File: config.mk
export PLATFORM = sky130hd
export DESIGN_NAME = narrow_to_wide_expander
export DESIGN_NICKNAME = d
export VERILOG_FILES = /design/src/rtl/nwx_pkg.sv /design/src/rtl/nwx_arith_dec.sv /design/src/rtl/nwx_regop_dec.sv /design/src/rtl/nwx_mem_dec.sv /design/src/rtl/nwx_ctrl_dec.sv /design/src/rtl/narrow_to_wide_expander.sv
export SDC_FILE = /design/constraint.sdc
export NUM_CORES = 1
export LEC_CHECK = 0
export CAP_MARGIN = 20
export CORE_ASPECT_RATIO = 0.5
export CORE_MARGIN = 3
export CORE_UTILIZATION = 35
export DETAILED_ROUTE_END_ITERATION = 10
export DONT_BUFFER_PORTS = 1
export HOLD_SLACK_MARGIN = 0.15
export PLACE_DENSITY = 0.6
export SYNTH_ARGS = -nofsm -noshare
export SYNTH_HDL_FRONTEND = slang
export SYNTH_SLANG_ARGS = --single-unit
File: constraint.sdc
create_clock -name clk -period 2.9 [get_ports clk]
set_clock_uncertainty 0.05 [all_clocks]
set_input_delay 0.29 -clock clk [delete_from_list [all_inputs] [get_ports clk]]
set_output_delay 0.29 -clock clk [all_outputs]
set_load 0.05 [all_outputs]
File: src/rtl/nwx_pkg.sv
package nwx_pkg;

    localparam int NARROW_W = 16;
    localparam int WIDE_W   = 32;
    localparam int CODE_W   = 5;
    localparam int CODE_LSB = NARROW_W - CODE_W;

    typedef enum logic [1:0] {
        XS_DECODED = 2'd0,
        XS_UNDEF   = 2'd1,
        XS_BRANCH  = 2'd2
    } xstat_e;

    typedef struct packed {
        logic [WIDE_W-1:0] word;
        xstat_e            stat;
    } xres_t;

    typedef enum logic [1:0] {
        OPK_DYADIC,
        OPK_SHIFTREG,
        OPK_NEGATE,
        OPK_MULT
    } opk_e;

    typedef struct packed {
        logic [WIDE_W-1:0] base;
        opk_e              kind;
    } regop_ent_t;

    function automatic xres_t mk_ok(input logic [WIDE_W-1:0] w);
        xres_t r;
        r.word = w;
        r.stat = XS_DECODED;
        return r;
    endfunction

    function automatic xres_t mk_stat(input xstat_e s);
        xres_t r;
        r.word = '0;
        r.stat = s;
        return r;
    endfunction

    // sixteen register-to-register operations, indexed by the op field
    function automatic regop_ent_t regop_lookup(input logic [3:0] op);
        regop_ent_t e;
        e.kind = OPK_DYADIC;
        unique case (op)
            4'd0:  e.base = 32'hE010_0000;
            4'd1:  e.base = 32'hE030_0000;
            4'd2:  begin e.base = 32'hE1B0_0010; e.kind = OPK_SHIFTREG; end
            4'd3:  begin e.base = 32'hE1B0_0030; e.kind = OPK_SHIFTREG; end
            4'd4:  begin e.base = 32'hE1B0_0050; e.kind = OPK_SHIFTREG; end
            4'd5:  e.base = 32'hE0B0_0000;
            4'd6:  e.base = 32'hE0D0_0000;
            4'd7:  begin e.base = 32'hE1B0_0070; e.kind = OPK_SHIFTREG; end
            4'd8:  e.base = 32'hE110_0000;
            4'd9:  begin e.base = 32'hE270_0000; e.kind = OPK_NEGATE; end
            4'd10: e.base = 32'hE150_0000;
            4'd11: e.base = 32'hE170_0000;
            4'd12: e.base = 32'hE190_0000;
            4'd13: begin e.base = 32'hE010_0090; e.kind = OPK_MULT; end
            4'd14: e.base = 32'hE1D0_0000;
            default: e.base = 32'hE1F0_0000;
        endcase
        return e;
    endfunction

    // register-offset transfers: ext selects the halfword/signed group
    function automatic logic [WIDE_W-1:0] regofs_base(input logic ext, input logic [1:0] op);
        logic [WIDE_W-1:0] b;
        unique case ({ext, op})
            3'b000:  b = 32'hE780_0000;
            3'b001:  b = 32'hE7C0_0000;
            3'b010:  b = 32'hE790_0000;
            3'b011:  b = 32'hE7D0_0000;
            3'b100:  b = 32'hE180_00B0;
            3'b101:  b = 32'hE190_00D0;
            3'b110:  b = 32'hE190_00B0;
            default: b = 32'hE190_00F0;
        endcase
        return b;
    endfunction

endpackage

File: src/rtl/nwx_arith_dec.sv
module nwx_arith_dec
    import nwx_pkg::*;
(
    input  logic [NARROW_W-1:0] half,
    output xres_t               res
);
    logic [CODE_W-1:0] code;
    logic [WIDE_W-1:0] w;

    always_comb begin
        code = half[NARROW_W-1 -: CODE_W];
        w    = '0;
        if (code < 5'd3) begin
            // shift by immediate
            w         = 32'hE1B0_0000;
            w[6:5]    = half[12:11];
            w[11:7]   = half[10:6];
            w[2:0]    = half[5:3];
            w[14:12]  = half[2:0];
        end else if (code == 5'd3) begin
            // three-operand add/subtract
            unique case (half[10:9])
                2'd0:    w = 32'hE090_0000;
                2'd1:    w = 32'hE050_0000;
                2'd2:    w = 32'hE290_0000;
                default: w = 32'hE250_0000;
            endcase
            w[2:0]   = half[8:6];
            w[18:16] = half[5:3];
            w[14:12] = half[2:0];
        end else begin
            // move/compare/add/subtract with 8-bit immediate
            unique case (half[12:11])
                2'd0:    w = 32'hE3B0_0000;
                2'd1:    w = 32'hE350_0000;
                2'd2:    w = 32'hE290_0000;
                default: w = 32'hE250_0000;
            endcase
            w[7:0]   = half[7:0];
            w[18:16] = half[10:8];
            w[14:12] = half[10:8];
        end
        res = mk_ok(w);
    end
endmodule

File: src/rtl/nwx_regop_dec.sv
module nwx_regop_dec
    import nwx_pkg::*;
(
    input  logic [10:0] ops,
    output xres_t       res
);
    regop_ent_t        ent;
    logic [3:0]        op;
    logic [3:0]        hd;
    logic [3:0]        hs;
    logic [WIDE_W-1:0] w;

    always_comb begin
        op  = ops[9:6];
        hd  = {ops[7], ops[2:0]};
        hs  = ops[6:3];
        ent = regop_lookup(op);
        w   = '0;
        res = mk_stat(XS_UNDEF);
        if (!ops[10]) begin
            w = ent.base;
            unique case (ent.kind)
                OPK_SHIFTREG: begin
                    w[14:12] = ops[2:0];
                    w[2:0]   = ops[2:0];
                    w[10:8]  = ops[5:3];
                end
                OPK_NEGATE: begin
                    w[14:12] = ops[2:0];
                    w[18:16] = ops[5:3];
                end
                OPK_MULT: begin
                    w[18:16] = ops[2:0];
                    w[10:8]  = ops[2:0];
                    w[2:0]   = ops[5:3];
                end
                default: begin
                    w[18:16] = ops[2:0];
                    w[14:12] = ops[2:0];
                    w[2:0]   = ops[5:3];
                end
            endcase
            res = mk_ok(w);
        end else begin
            unique case (op)
                4'd1, 4'd2, 4'd3:   w = 32'hE080_0000;
                4'd5, 4'd6, 4'd7:   w = 32'hE150_0000;
                4'd9, 4'd10, 4'd11: w = 32'hE1A0_0000;
                4'd12, 4'd13:       w = 32'hE12F_FF10;
                default:            w = '0;
            endcase
            if (op == 4'd12 || op == 4'd13) begin
                w[3:0] = ops[6:3];
                res    = mk_ok(w);
            end else if (w != '0) begin
                w[19:16] = hd;
                w[15:12] = hd;
                w[3:0]   = hs;
                res      = mk_ok(w);
            end
        end
    end
endmodule

File: src/rtl/nwx_mem_dec.sv
module nwx_mem_dec
    import nwx_pkg::*;
(
    input  logic [NARROW_W-1:0] half,
    output xres_t               res
);
    logic [CODE_W-1:0] code;
    logic [WIDE_W-1:0] w;

    always_comb begin
        code = half[NARROW_W-1 -: CODE_W];
        w    = '0;
        if (code == 5'd9) begin
            // load relative to program counter, word offset
            w        = 32'hE59F_0000;
            w[14:12] = half[10:8];
            w[9:2]   = half[7:0];
        end else if (code <= 5'd11) begin
            w        = regofs_base(half[9], half[11:10]);
            w[14:12] = half[2:0];
            w[18:16] = half[5:3];
            w[2:0]   = half[8:6];
        end else if (code <= 5'd15) begin
            unique case (half[12:11])
                2'd0:    w = 32'hE580_0000;
                2'd1:    w = 32'hE590_0000;
                2'd2:    w = 32'hE5C0_0000;
                default: w = 32'hE5D0_0000;
            endcase
            w[14:12] = half[2:0];
            w[18:16] = half[5:3];
            if (half[12]) w[4:0] = half[10:6];
            else          w[6:2] = half[10:6];
        end else if (code <= 5'd17) begin
            w        = half[11] ? 32'hE1D0_00B0 : 32'hE1C0_00B0;
            w[14:12] = half[2:0];
            w[18:16] = half[5:3];
            w[3:1]   = half[8:6];
            w[9:8]   = half[10:9];
        end else if (code <= 5'd19) begin
            w        = half[11] ? 32'hE59D_0000 : 32'hE58D_0000;
            w[14:12] = half[10:8];
            w[9:2]   = half[7:0];
        end else begin
            // rotate field 0xF supplies the times-four scaling
            w        = half[11] ? 32'hE28D_0F00 : 32'hE28F_0F00;
            w[14:12] = half[10:8];
            w[7:0]   = half[7:0];
        end
        res = mk_ok(w);
    end
endmodule

File: src/rtl/nwx_ctrl_dec.sv
module nwx_ctrl_dec
    import nwx_pkg::*;
(
    input  logic [NARROW_W-1:0] half,
    output xres_t               res
);
    localparam logic [7:0] TRAP_SPECIAL = 8'h18;

    logic [CODE_W-1:0] code;
    logic [3:0]        cond;
    logic [WIDE_W-1:0] w;

    always_comb begin
        code = half[NARROW_W-1 -: CODE_W];
        cond = half[11:8];
        w    = '0;
        res  = mk_stat(XS_BRANCH);
        if (code <= 5'd23) begin
            if (cond == 4'd0) begin
                w      = half[7] ? 32'hE24D_DF00 : 32'hE28D_DF00;
                w[6:0] = half[6:0];
            end else begin
                unique case ({half[11], half[8]})
                    2'd0:    w = 32'hE92D_0000;
                    2'd1:    w = 32'hE92D_4000;
                    2'd2:    w = 32'hE8BD_0000;
                    default: w = 32'hE8BD_8000;
                endcase
                w[7:0] = half[7:0];
            end
            res = mk_ok(w);
        end else if (code <= 5'd25) begin
            w        = half[11] ? 32'hE8B0_0000 : 32'hE8A0_0000;
            w[18:16] = half[10:8];
            w[7:0]   = half[7:0];
            res      = mk_ok(w);
        end else if (code <= 5'd27) begin
            if (cond == 4'hF) begin
                w = 32'hEF00_0000;
                if (half[7:0] == TRAP_SPECIAL) w[23:16] = half[7:0];
                else                           w[7:0]   = half[7:0];
                res = mk_ok(w);
            end else if (cond == 4'hE) begin
                res = mk_stat(XS_UNDEF);
            end
        end else if (code == 5'd29) begin
            res = mk_stat(XS_UNDEF);
        end
    end
endmodule

File: src/rtl/narrow_to_wide_expander.sv
module narrow_to_wide_expander
    import nwx_pkg::*;
#(
    parameter bit REGISTER_OUT = 1'b1
) (
    input  logic                clk,
    input  logic                rst,
    input  logic                in_valid,
    input  logic [NARROW_W-1:0] in_half,
    output logic                out_valid,
    output logic [WIDE_W-1:0]   out_word,
    output logic [1:0]          out_status
);
    logic [CODE_W-1:0] code;
    xres_t res_arith, res_regop, res_mem, res_ctrl;
    xres_t res_sel, res_fin;

    assign code = in_half[NARROW_W-1 -: CODE_W];

    nwx_arith_dec u_arith (.half(in_half),       .res(res_arith));
    nwx_regop_dec u_regop (.ops(in_half[10:0]),  .res(res_regop));
    nwx_mem_dec   u_mem   (.half(in_half),       .res(res_mem));
    nwx_ctrl_dec  u_ctrl  (.half(in_half),       .res(res_ctrl));

    always_comb begin
        if (code < 5'd8)        res_sel = res_arith;
        else if (code == 5'd8)  res_sel = res_regop;
        else if (code <= 5'd21) res_sel = res_mem;
        else                    res_sel = res_ctrl;
        // single zeroing point for every non-decoded result
        res_fin = res_sel;
        if (res_sel.stat != XS_DECODED) res_fin.word = '0;
    end

    generate
        if (REGISTER_OUT) begin : g_reg
            logic              vld_q;
            logic [WIDE_W-1:0] word_q;
            xstat_e            stat_q;
            always_ff @(posedge clk) begin
                if (rst) begin
                    vld_q  <= 1'b0;
                    word_q <= '0;
                    stat_q <= XS_DECODED;
                end else begin
                    vld_q <= in_valid;
                    if (in_valid) begin
                        word_q <= res_fin.word;
                        stat_q <= res_fin.stat;
                    end
                end
            end
            assign out_valid  = vld_q;
            assign out_word   = word_q;
            assign out_status = stat_q;
        end else begin : g_comb
            assign out_valid  = in_valid;
            assign out_word   = res_fin.word;
            assign out_status = res_fin.stat;
        end
    endgenerate
endmodule

==> flow_summary.json, run 1 <==
{
  "drt_iter0_markers": 619,
  "cts_buffer_depth": 2,
  "hold_viol": 0,
  "finish.utilization_pct": 39.1,
  "slew-limit-headroom_pct": 41.4,
  "endpoint": "out_status[0]",
  "postSynthAreaPerCell_um2": 7.06,
  "root_buffer": "clkbuf_16",
  "postSynthCellCount": 481,
  "diodes": 0,
  "path_max_fanout": 48,
  "p_leak_uw": 0.00119,
  "slowest_delay_ns": 0.56,
  "ir_worst_vdd_v": 0.000207,
  "crit_family": "buffers and inverters",
  "slew_violations": 0,
  "cp.arrival_ns": 2.41,
  "critPathRequiredTime_ns": 3.07,
  "rrSetupSlack_ns": 1.29,
  "worst_setup_path_end_kind": "flop",
  "async_reset_ff_share_pct": 0,
  "ys_ff_latch": 32,
  "dp_hpwl_um": 9590,
  "grt_pass1_wl_um": 20700,
  "path_clk_slew_ns": 0.05,
  "drive_gt1_share_pct": 6.65,
  "cts_made_buffers": 5,
  "grt_max_degree": 49,
  "area_growth_pct": 4.42,
  "die_area_um2": 11000,
  "die_x_um": 145,
  "fin_crit_ns": 2.24,
  "ys_types": 68,
  "worst_r2r_endpoint": "out_status[0]",
  "multiInputGateArea_um2": 2440,
  "port_buffers": 0,
  "reg2reg_depth": 3,
  "path_depth": 6,
  "tns_ns": 0,
  "critPathSlowestCell": "dlygate4sd3_1",
  "cts_setup_buffers": 0,
  "outcome": "complete, no violations",
  "overflow": 0,
  "setup_viol": 0,
  "nFillCells": 955,
  "htreeDepth": 2,
  "synth_area_um2": 3400,
  "ys_seq_area_share_pct": 18.9,
  "post-route-period-util_pct": 77.2,
  "remaining_drc_errors": 0,
  "worstSetupPathType": "in -> reg",
  "synth_edf_count": 0,
  "wl_per_cell_um": 24.5,
  "ctsHoldBuffers": 3,
  "max_freq_mhz": 447,
  "max_cap_violations": 0,
  "via_count": 3996,
  "cts_sinks": 32,
  "clock_latency_ns": 0.27,
  "min_path_type": "in -> reg",
  "placement_rows": 24,
  "postRouteAntennaNets": 0,
  "cp_num_buf_inv": 2,
  "first_pass_iters": 8,
  "cts_resized": 0,
  "timing.hold.ws_ns": 0.157,
  "viasPerCell": 7.06,
  "ios": 54,
  "grt_antenna_before_repair": 0,
  "finalWirelength_um": 13900,
  "synth_ff_type": "dfxtp_1",
  "powerDensity_nw_per_um2": 443,
  "path_cells": "or3b_1 -> nor3_1 -> buf_4 -> a32oi_1 -> a211oi_1 -> dlygate4sd3_1",
  "finalPower_uw": 1570,
  "cts_tree": "done",
  "startpoint": "in_half[13]",
  "globalRouteTotalUtil_pct": 23.9,
  "ys_warn_count": 0,
  "syn-num-nets": 503,
  "ff_latch_area_um2": 641,
  "grt_pass1_vias": 3338,
  "rr_startpoint": "out_status[0]",
  "rsz0062_at_grt": "no",
  "die_y_um": 75.7,
  "initial_core_util_pct": 37.5,
  "crit_path_start_kind": "input pin",
  "gp_congestion": 0.978,
  "core-area_um2": 9070,
  "tightest_slew_ns": 0.878,
  "fin_nets": 457
}
[cells by family (layout without fill, tap and decap cells)]
kind of cell,Yosys count,count (layout),share of synthesized area [%]
flip-flops,32,32,18.9
other,1,1,0.110
AND/OR/NAND/NOR,138,138,21.5
AO/OA/AOI/OAI,219,219,46.1
multiplexers,8,8,2.39
adder cells (fa/ha/maj),3,3,1.10
XOR/XNOR,2,2,0.516
buffers and inverters,78,33,9.46
[worst reg2reg max path: stages, from the launching register on]
cell and delay (ns):
dfxtp_1 0.64, nor2_1 0.09, a211oi_1 0.21, dlygate4sd3_1 0.56
[worst min-delay path by stage]
stage               startpoint            end  slack (ns)  depth (start not counted)
floorplan                  rst  out_status[1]        0.31                          1
global placement           rst  out_status[1]        0.31                          1
CTS                   in_valid  out_status[1]        0.15                          2
finish                in_valid  out_status[1]        0.16                          2
global route          in_valid  out_status[1]        0.16                          2
detailed placement         rst  out_status[0]        0.32                          1
[metal layers]
metal / share of wire (%) / up-vias / routed length [um] / GRT usage [%]
met3: 17 / 25 / 2400 / 9.15
met2: 38 / 349 / 5240 / 33.0
li1: - / 1757 / - / -
met4: 1.5 / 0 / 212 / 4.73
met5: 0 / - / 0 / 0
met1: 43 / 1865 / 6030 / 34.9
[cells in the mapped netlist (10+ instances only)]
library cell / n / area (um^2)
inv_1: 14 / 52.6
clkbuf_1: 37 / 139
a32o_1: 21 / 210
o31ai_1: 10 / 75.1
dfxtp_1: 32 / 641
a211oi_1: 14 / 105
nand2_1: 40 / 150
buf_2: 11 / 55.1
o21ai_0: 34 / 170
a21oi_1: 39 / 195
nand3_1: 15 / 75.1
buf_1: 11 / 41.3
o21a_1: 10 / 75.1
nor2_1: 19 / 71.3
o211ai_1: 16 / 120
[cells in the final DEF, fill, tap and decap left out, types with 4 or more instances in the layout]
cell	count
nand2_1	40
a21oi_1	39
o21ai_0	34
dfxtp_1	32
a32o_1	21
nor2_1	18
o211ai_1	16
nand3_1	15
inv_1	14
a211oi_1	14
o21a_1	10
o31ai_1	10
a31oi_1	9
o221ai_1	9
nor3_1	9
nand2b_1	9
o22ai_1	8
mux2i_1	7
nor2b_1	7
and3_1	7
buf_4	7
a21o_1	5
and2_1	5
or2_2	5
clkbuf_16	5
nand3b_1	4
a32oi_1	4
a22oi_1	4
a2bb2oi_1	4
[where the power goes]
group / internal [uW] / switching, uW
Combinational: 150 / 232
Sequential: 471 / 124
Clock: 403 / 191
Total: 1020 / 547
[stage by stage]
stage	cells	worst slack, ns	cell area (um^2)
2_1_floorplan	481	0.494	3400
3_3_place_gp	555	0.626	3350
3_5_place_dp	555	0.629	3350
4_1_cts	566	0.734	3550
5_1_grt	566	0.607	3550
6_report	566	0.663	3550
[sequential cells by signal, summed over array words and instances, names as in the netlist]
register / cells
out_valid: 1
out_status: 2
out_word: 29
[cell type report]
cell class	count	area share [%]
Clock buffer	5	3.53
Clock inverter	3	1.20
Inverter	15	1.59
Multi-Input combinational cell	371	68.7
Sequential cell	32	18.1
Tap cell	130	4.58
Timing Repair Buffer	10	2.33
Note: power is estimated with default switching activity, not from simulation.
==> run 2: changes to the inputs <==
==> constraint.sdc (replaced) <==
create_clock -name clk -period 2.1 [get_ports clk]
set_clock_uncertainty 0.05 [all_clocks]
set_input_delay 0.21 -clock clk [delete_from_list [all_inputs] [get_ports clk]]
set_output_delay 0.21 -clock clk [all_outputs]
set_load 0.05 [all_outputs]
==> run 2 against run 1 <==
Compared with the run above:
- design area is 4.4% higher
- sequential power is 38% higher
- worst setup slack worse by 0.46 ns
- register-to-register slack worse by 0.74 ns
- combinational power is 46% higher
- count of clock-buffer cells in the layout is 2 higher
- critical endpoint is now out_word[13]
==> flow_summary.json, run 2 (same netlist as run 1, synthesis figures left out) <==
{
  "outcome": "complete, no violations",
  "root_buffer": "clkbuf_16",
  "drt_iter0_markers": 732,
  "min_path_type": "in -> reg",
  "die_area_um2": 11000,
  "grt_max_degree": 49,
  "die_x_um": 145,
  "gp_congestion": 0.944,
  "overflow": 0,
  "hold_path_end": "out_word[16]",
  "die_y_um": 75.7,
  "cp.arrival_ns": 2.06,
  "path_max_fanout": 18,
  "ios": 54,
  "fin_crit_ns": 1.89,
  "layout_common_cells": "nand2_1 (40), a21oi_1 (39), o21ai_0 (34)",
  "area_growth_pct": 8.98,
  "mostFrequentLayoutCell": "nand2_1",
  "htreeDepth": 2,
  "min-delay-start": "in_half[3]",
  "critPathSlowestCell": "dlygate4sd3_1",
  "via_count": 4037,
  "wl_per_cell_um": 24.5,
  "powerDensity_nw_per_um2": 575,
  "cts_sinks": 32,
  "cts_made_buffers": 5,
  "cts_tree": "done",
  "placed_cells": 575,
  "hold_path_depth": 3,
  "ir_worst_vdd_v": 0.000277,
  "finalWirelength_um": 14400,
  "remaining_drc_errors": 0,
  "cts_setup_buffers": 0,
  "slowest_delay_ns": 0.59,
  "final_cells": 587,
  "clock_latency_ns": 0.28,
  "grt_antenna_before_repair": 0,
  "tightest_slew_ns": 0.694,
  "fin_nets": 478,
  "grt_pass1_wl_um": 21900,
  "cts_buffer_depth": 2,
  "path_cells": "dlygate4sd3_1 -> nor2b_1 -> a21bo_2 -> nor2_1 -> buf_12 -> a32o_1",
  "crit_path_start_kind": "input pin",
  "port_buffers": 0,
  "rr_startpoint": "out_status[1]",
  "postRouteAntennaNets": 0,
  "worstSetupPathType": "in -> reg",
  "initial_core_util_pct": 37.5,
  "hold_viol": 0,
  "slew-limit-headroom_pct": 53.7,
  "globalRouteTotalUtil_pct": 25.5,
  "p_leak_uw": 0.00128,
  "drive_gt1_share_pct": 10.5,
  "post-route-period-util_pct": 90.2,
  "placement_rows": 24,
  "tns_ns": 0,
  "max_cap_violations": 0,
  "reg2reg_depth": 3,
  "largest_reg_flops": 29,
  "finish.utilization_pct": 40.8,
  "rsz0062_at_grt": "no",
  "timing.hold.ws_ns": 0.165,
  "critPathRequiredTime_ns": 2.27,
  "viasPerCell": 6.88,
  "max_freq_mhz": 528,
  "slew_violations": 0,
  "finalPower_uw": 2130,
  "grt_pass1_vias": 3604,
  "setup_viol": 0,
  "first_pass_iters": 7,
  "worst_setup_path_end_kind": "flop",
  "dp_hpwl_um": 10100,
  "diodes": 0,
  "rrSetupSlack_ns": 0.55,
  "path_clk_slew_ns": 0.05,
  "worst_r2r_endpoint": "out_status[1]",
  "core-area_um2": 9070
}
run 2: worst max-delay path by stage:
stage / start / to / slack, ns
2_1_floorplan: in_half[7] / out_word[17] / 0.01
3_3_place_gp: in_half[6] / out_word[17] / 0.09
3_5_place_dp: in_half[6] / out_word[17] / 0.03
4_1_cts: rst / out_word[13] / 0.23
5_1_grt: rst / out_word[13] / 0.09
6_report: rst / out_word[13] / 0.21
run 2: metal layers:
layer | track usage [%] | share of wire, % | vias to the layer above
met1 | 37.3 | 44 | 1860
met4 | 6.52 | 2.1 | 0
met5 | 2.92 | 0 | -
li1 | - | - | 1802
met2 | 33.9 | 37 | 338
met3 | 10.0 | 17 | 37
run 2: worst max-delay path: cells and delay by family:
family / cells / cell delay, ns
buffers and inverters: 2 / 0.81
AND/OR/NAND/NOR: 2 / 0.60
AO/OA/AOI/OAI: 2 / 0.42
run 2: final cells by class:
type / count / area, um^2
Fill cell: 928 / 5370
Multi-Input combinational cell: 371 / 2440
Sequential cell: 32 / 641
Timing Repair Buffer: 31 / 255
Tap cell: 130 / 163
Clock buffer: 7 / 143
Inverter: 15 / 56.3
Clock inverter: 1 / 7.51
run 2: where the power goes:
| group | internal, uW | leakage (uW) | switching, uW | total, uW |
|---|---|---|---|---|
| clock | 472 | 0.0000701 | 276 | 748 |
| sequential | 650 | 0.000263 | 172 | 822 |
| combinational | 234 | 0.000951 | 324 | 558 |
| total | 1360 | 0.00128 | 773 | 2130 |
run 2: repair_timing:
action	in CTS	in global routing
resized for setup	0	0
hold endpoints to repair	5	0
hold buffers	4	0
run 2: per-stage QoR:
step	setup WS [ns]	instance area, um^2
floorplan	0.0114	3420
global placement	0.0853	3510
detailed placement	0.0256	3510
CTS	0.228	3700
global route	0.0874	3700
finish	0.207	3700
